$ cat src/rtl/pattern_toggle_pkg.sv
package pattern_toggle_pkg;

  localparam int STATE_W = 3;

  typedef logic [STATE_W-1:0] state_t;

  // Low-level group forms one K-map block, high-level group another.
  // Every legal transition flips a single state bit.
  localparam state_t S_IDLE_LO = 3'b000;  // low level, no progress
  localparam state_t S_ZERO_LO = 3'b001;  // low level, seen 0
  localparam state_t S_ONE_LO  = 3'b011;  // low level, seen 0,1
  localparam state_t S_IDLE_HI = 3'b111;  // high level, no progress
  localparam state_t S_ZERO_HI = 3'b101;  // high level, seen 0
  localparam state_t S_ONE_HI  = 3'b100;  // high level, seen 0,1

  function automatic state_t next_state(input state_t cur, input logic bit_in);
    state_t nxt;
    case (cur)
      S_IDLE_LO: nxt = bit_in ? S_IDLE_LO : S_ZERO_LO;
      S_ZERO_LO: nxt = bit_in ? S_ONE_LO  : S_ZERO_LO;
      S_ONE_LO:  nxt = bit_in ? S_IDLE_HI : S_ZERO_LO;
      S_IDLE_HI: nxt = bit_in ? S_IDLE_HI : S_ZERO_HI;
      S_ZERO_HI: nxt = bit_in ? S_ONE_HI  : S_ZERO_HI;
      S_ONE_HI:  nxt = bit_in ? S_IDLE_LO : S_ZERO_HI;
      default:   nxt = S_IDLE_LO;  // illegal code recovers to idle
    endcase
    return nxt;
  endfunction

  function automatic logic level_of(input state_t cur);
    logic lvl;
    case (cur)
      S_IDLE_HI, S_ZERO_HI, S_ONE_HI: lvl = 1'b1;
      default:                        lvl = 1'b0;
    endcase
    return lvl;
  endfunction

endpackage

$ cat src/rtl/pattern_toggle_next.sv
module pattern_toggle_next
  import pattern_toggle_pkg::*;
(
  input  state_t cur_st,
  input  logic   bit_in,
  output state_t nxt_st
);

  always_comb begin
    nxt_st = next_state(cur_st, bit_in);
  end

endmodule

$ cat src/rtl/pattern_toggle_state_reg.sv
module pattern_toggle_state_reg
  import pattern_toggle_pkg::*;
#(
  parameter state_t RESET_CODE = S_IDLE_LO
) (
  input  logic   clk,
  input  logic   rst,
  input  state_t nxt_st,
  output state_t cur_st
);

  always_ff @(posedge clk) begin
    if (rst) cur_st <= RESET_CODE;
    else     cur_st <= nxt_st;
  end

endmodule

$ cat src/rtl/pattern_toggle_out.sv
module pattern_toggle_out
  import pattern_toggle_pkg::*;
#(
  parameter bit REG_OUT = 1'b1
) (
  input  logic   clk,
  input  logic   rst,
  input  state_t cur_st,
  input  state_t nxt_st,
  output logic   lvl
);

  generate
    if (REG_OUT) begin : g_reg
      logic lvl_q;
      always_ff @(posedge clk) begin
        if (rst) lvl_q <= 1'b0;
        else     lvl_q <= level_of(nxt_st);
      end
      assign lvl = lvl_q;
    end else begin : g_dec
      logic lvl_c;
      always_comb lvl_c = level_of(cur_st);
      assign lvl = lvl_c;
    end
  endgenerate

  logic unused_ok;
  assign unused_ok = ^{cur_st, nxt_st, clk, rst};

endmodule

$ cat src/rtl/pattern_toggle_fsm.sv
module pattern_toggle_fsm
  import pattern_toggle_pkg::*;
#(
  parameter bit REG_OUT = 1'b1
) (
  input  logic clk,
  input  logic rst,
  input  logic x,
  output logic z
);

  state_t st_q;
  state_t st_d;

  pattern_toggle_next u_next (
    .cur_st (st_q),
    .bit_in (x),
    .nxt_st (st_d)
  );

  pattern_toggle_state_reg #(
    .RESET_CODE (S_IDLE_LO)
  ) u_sreg (
    .clk    (clk),
    .rst    (rst),
    .nxt_st (st_d),
    .cur_st (st_q)
  );

  pattern_toggle_out #(
    .REG_OUT (REG_OUT)
  ) u_out (
    .clk    (clk),
    .rst    (rst),
    .cur_st (st_q),
    .nxt_st (st_d),
    .lvl    (z)
  );

endmodule

$ cat config.mk
export PLATFORM = sky130hd
export DESIGN_NAME = pattern_toggle_fsm
export DESIGN_NICKNAME = d
export VERILOG_FILES = /design/src/rtl/pattern_toggle_pkg.sv /design/src/rtl/pattern_toggle_next.sv /design/src/rtl/pattern_toggle_state_reg.sv /design/src/rtl/pattern_toggle_out.sv /design/src/rtl/pattern_toggle_fsm.sv
export SDC_FILE = /design/constraint.sdc
export NUM_CORES = 1
export LEC_CHECK = 0
export ABC_AREA = 1
export BUFFER_PORTS_ARGS = -buffer_cell sky130_fd_sc_hd__buf_2
export CORE_AREA = 2 2 39 41
export CTS_CLUSTER_SIZE = 12
export DETAILED_ROUTE_END_ITERATION = 16
export DIE_AREA = 0 0 41 43
export REMOVE_ABC_BUFFERS = 1
export SETUP_SLACK_MARGIN = 0.05
export SYNTH_ARGS = -nofsm -noshare
export SYNTH_HDL_FRONTEND = slang
export SYNTH_SLANG_ARGS = --single-unit
$ cat constraint.sdc
create_clock -name clk -period 0.95 [get_ports clk]
set_input_delay 0.19 -clock clk [delete_from_list [all_inputs] [get_ports clk]]
set_output_delay 0.19 -clock clk [all_outputs]
set_load 0.02 [all_outputs]
==> summary.txt <==
Logic synthesis
  – Top cells by count, synth: 4 x dfxtp_1, 3 x nand2_1, 3 x nor2_1, 2 x inv_1
  – Largest area contributor in the netlist: dfxtp_1
  – Average cell area after synthesis: 8.39 µm²
  – Most frequent cell after synthesis: dfxtp_1
  – Register bit total from synthesis: 4
  – Mapped Area: 143 µm²
  – EDFF count, synth: 0
  – Syn Inst Count: 17
  – Synth top area cells: dfxtp_1 56%, nand2_1 7.9%, nor2_1 7.9%
  – Ys async rst share: 0%
  – Share of the synthesized area in the top cell type: 56.1%
  – Synth Warn #: 0
  – Seq/Total Area, Yosys: 56.1%
  – Top_reg_cell synth: dfxtp_1
  – Synth cell types: 9

Clock network
  – Setup Fix Bufs, Post-CTS: 0
  – Clk Latency, worst-skew pair: 0.23 ns
  – Max Buffers Root-to-Sink: 2
  – Quantity of gates resized following cts: 0
  – TritonCTS clock tree: yes
  – CTS Buf Count: 3
  – Sink Count: 4
  – CTS H-tree lvls: 1
  – Cts hold-fix bufs: 0
  – Root Driver: clkbuf_4
  – CTS clk-pin slew, worst paths: 0.04 ns

Pwr
  – Worst vdd ir: 254 µV
  – Design Power: 0.000411 W
  – PwrDens: 2050 nW/µm²
  – Leakage: 0.0859 nW

Cells and area
  – Area grow syn2layout: 40.4%
  – Fillcell total: 162
  – Final Non-Filler Cells: 39
  – Nets: 28
  – Diode count: 0
  – Layout cell share with drive strength beyond 1: 30.4%

Setup path
  – Crit-path cells: buf_2
  – Crit path max-delay family: flip-flops
  – CP Capture Type: output port
  – CP peak stage delay: 0.29 ns
  – Critical Path Source Type: register
  – Critical Path AT: 0.67 ns
  – Slowest library cell on the worst path: dfxtp_1
  – CP bufs+invs: 1
  – WP data required: 0.76 ns
  – CP Max Fanout: 1
  – Critical path class: reg -> out

Global routing
  – GRT Util Overall: 3.11%
  – Largest net degree at the start of global routing: 5
  – Global-route wire length before repair: 276 µm
  – Vias in the first global route: 106
  – Antenna violations before repair: 0
  – GRT Residual Overflow: 0

Drt
  – Final wirelength: 236 µm
  – Post-DRT Antenna Nets: 0
  – DR vias: 120
  – Routed WL per cell: 6.05 µm
  – Residual DRC: 0
  – Vias/cell: 3.08
  – Drt pass-1 iters: 2
  – Initial drt markers: 1

Timing
  – Max Freq: 1160 MHz
  – Clk_skew: 0.00583 ns
  – Max Transition Viols Final: 0
  – Crit path time final: 0.864 ns
  – RSZ-0062 raised after global routing: false
  – Hold violation total from the final report: 0
  – Setup-failing EPs final: 0
  – Rel. slew slack: 89.9%
  – Period utilisation layout: 91.0%
  – Worst Max-Slew Pin Slew: 0.152 ns
  – Setup tns final: 0 ns

Placed design
  – Placed Instances: 36
  – GP Congestion: 0.422
  – Port Buf Inserts: 3

Die
  – Die ar.: 1760 µm²
  – IO Pins: 4
  – Die Height: 43 µm
  – Initial Util: 10.3%
  – Die Wd: 41 µm
  – FP Rows: 14
  – Core area: 1380 µm²

Flow run
  – Max_cap viols: 0

Hold path
  – Worst hold path type: in -> reg

Outcome
  – Status: complete, no violations
## cell type report
| type | instances | area, µm² | area share (%) |
|---|---|---|---|
| Timing Repair Buffer | 3 | 15.0 | 7.50 |
| Sequential cell | 4 | 80.1 | 40.0 |
| Multi-Input combinational cell | 11 | 55.1 | 27.5 |
| Clock buffer | 3 | 22.5 | 11.2 |
| Tap cell | 16 | 20.0 | 10.0 |
| Inverter | 2 | 7.51 | 3.75 |
## per-layer routing
layer  GRT usage (%)  up-vias  share of wire (%)
met4            10.0        0                  0
met1            1.60       52                 41
li1                -       65                  -
met3               0        0                5.1
met5               0        -                  0
met2            3.44        3                 53
## logic make-up after synthesis
kind of cell / after synthesis / synth area share [%]
DFF: 4 / 56.1
and+or+nand+nor: 8 / 23.7
buffers and inverters: 2 / 5.27
AOI/OAI and AO/OA: 3 / 14.9
## cells in the final DEF (no fill, tap or decap), types with 2 or more instances in the layout
master | netlist | layout
inv_1 | 2 | 2
dfxtp_1 | 4 | 4
buf_2 | 0 | 3
nor2_1 | 3 | 3
clkbuf_4 | 0 | 3
nand2_1 | 3 | 3
## path summary, 6_finish.rpt
kind / startpoint / to / slack (ns) / depth (start not counted)
max reg2reg: u_sreg.cur_st[1] / u_sreg.cur_st[0] / 0.22 / 2
min: rst / u_sreg.cur_st[0] / 0.15 / 2
max: u_out.lvl / z / 0.09 / 1
min reg2reg: u_sreg.cur_st[0] / u_sreg.cur_st[1] / 0.47 / 2
## power breakdown
group	switching, W	internal (W)
combinational	0.0000138	0.0000126
sequential	0.00000385	0.000175
clock	0.0000643	0.000141
total	0.0000819	0.000329
## flip-flops by register name, indices dropped and copies added (netlist names)
| name | cells |
|---|---|
| u_sreg.cur_st | 3 |
| u_out.lvl | 1 |
## metrics by stage
stage          cell area [µm²]  setup WS (ns)  hold slack, ns  utilization [%]
2_1_floorplan              143          0.256           0.252                -
3_3_place_gp               178          0.224           0.381             12.8
3_5_place_dp               178          0.202           0.388             12.8
4_1_cts                    200         0.0690           0.142             14.5
5_1_grt                    200         0.0551           0.159             14.5
6_report                   200         0.0857           0.150             14.5
Power figures use the tool's default switching activity.
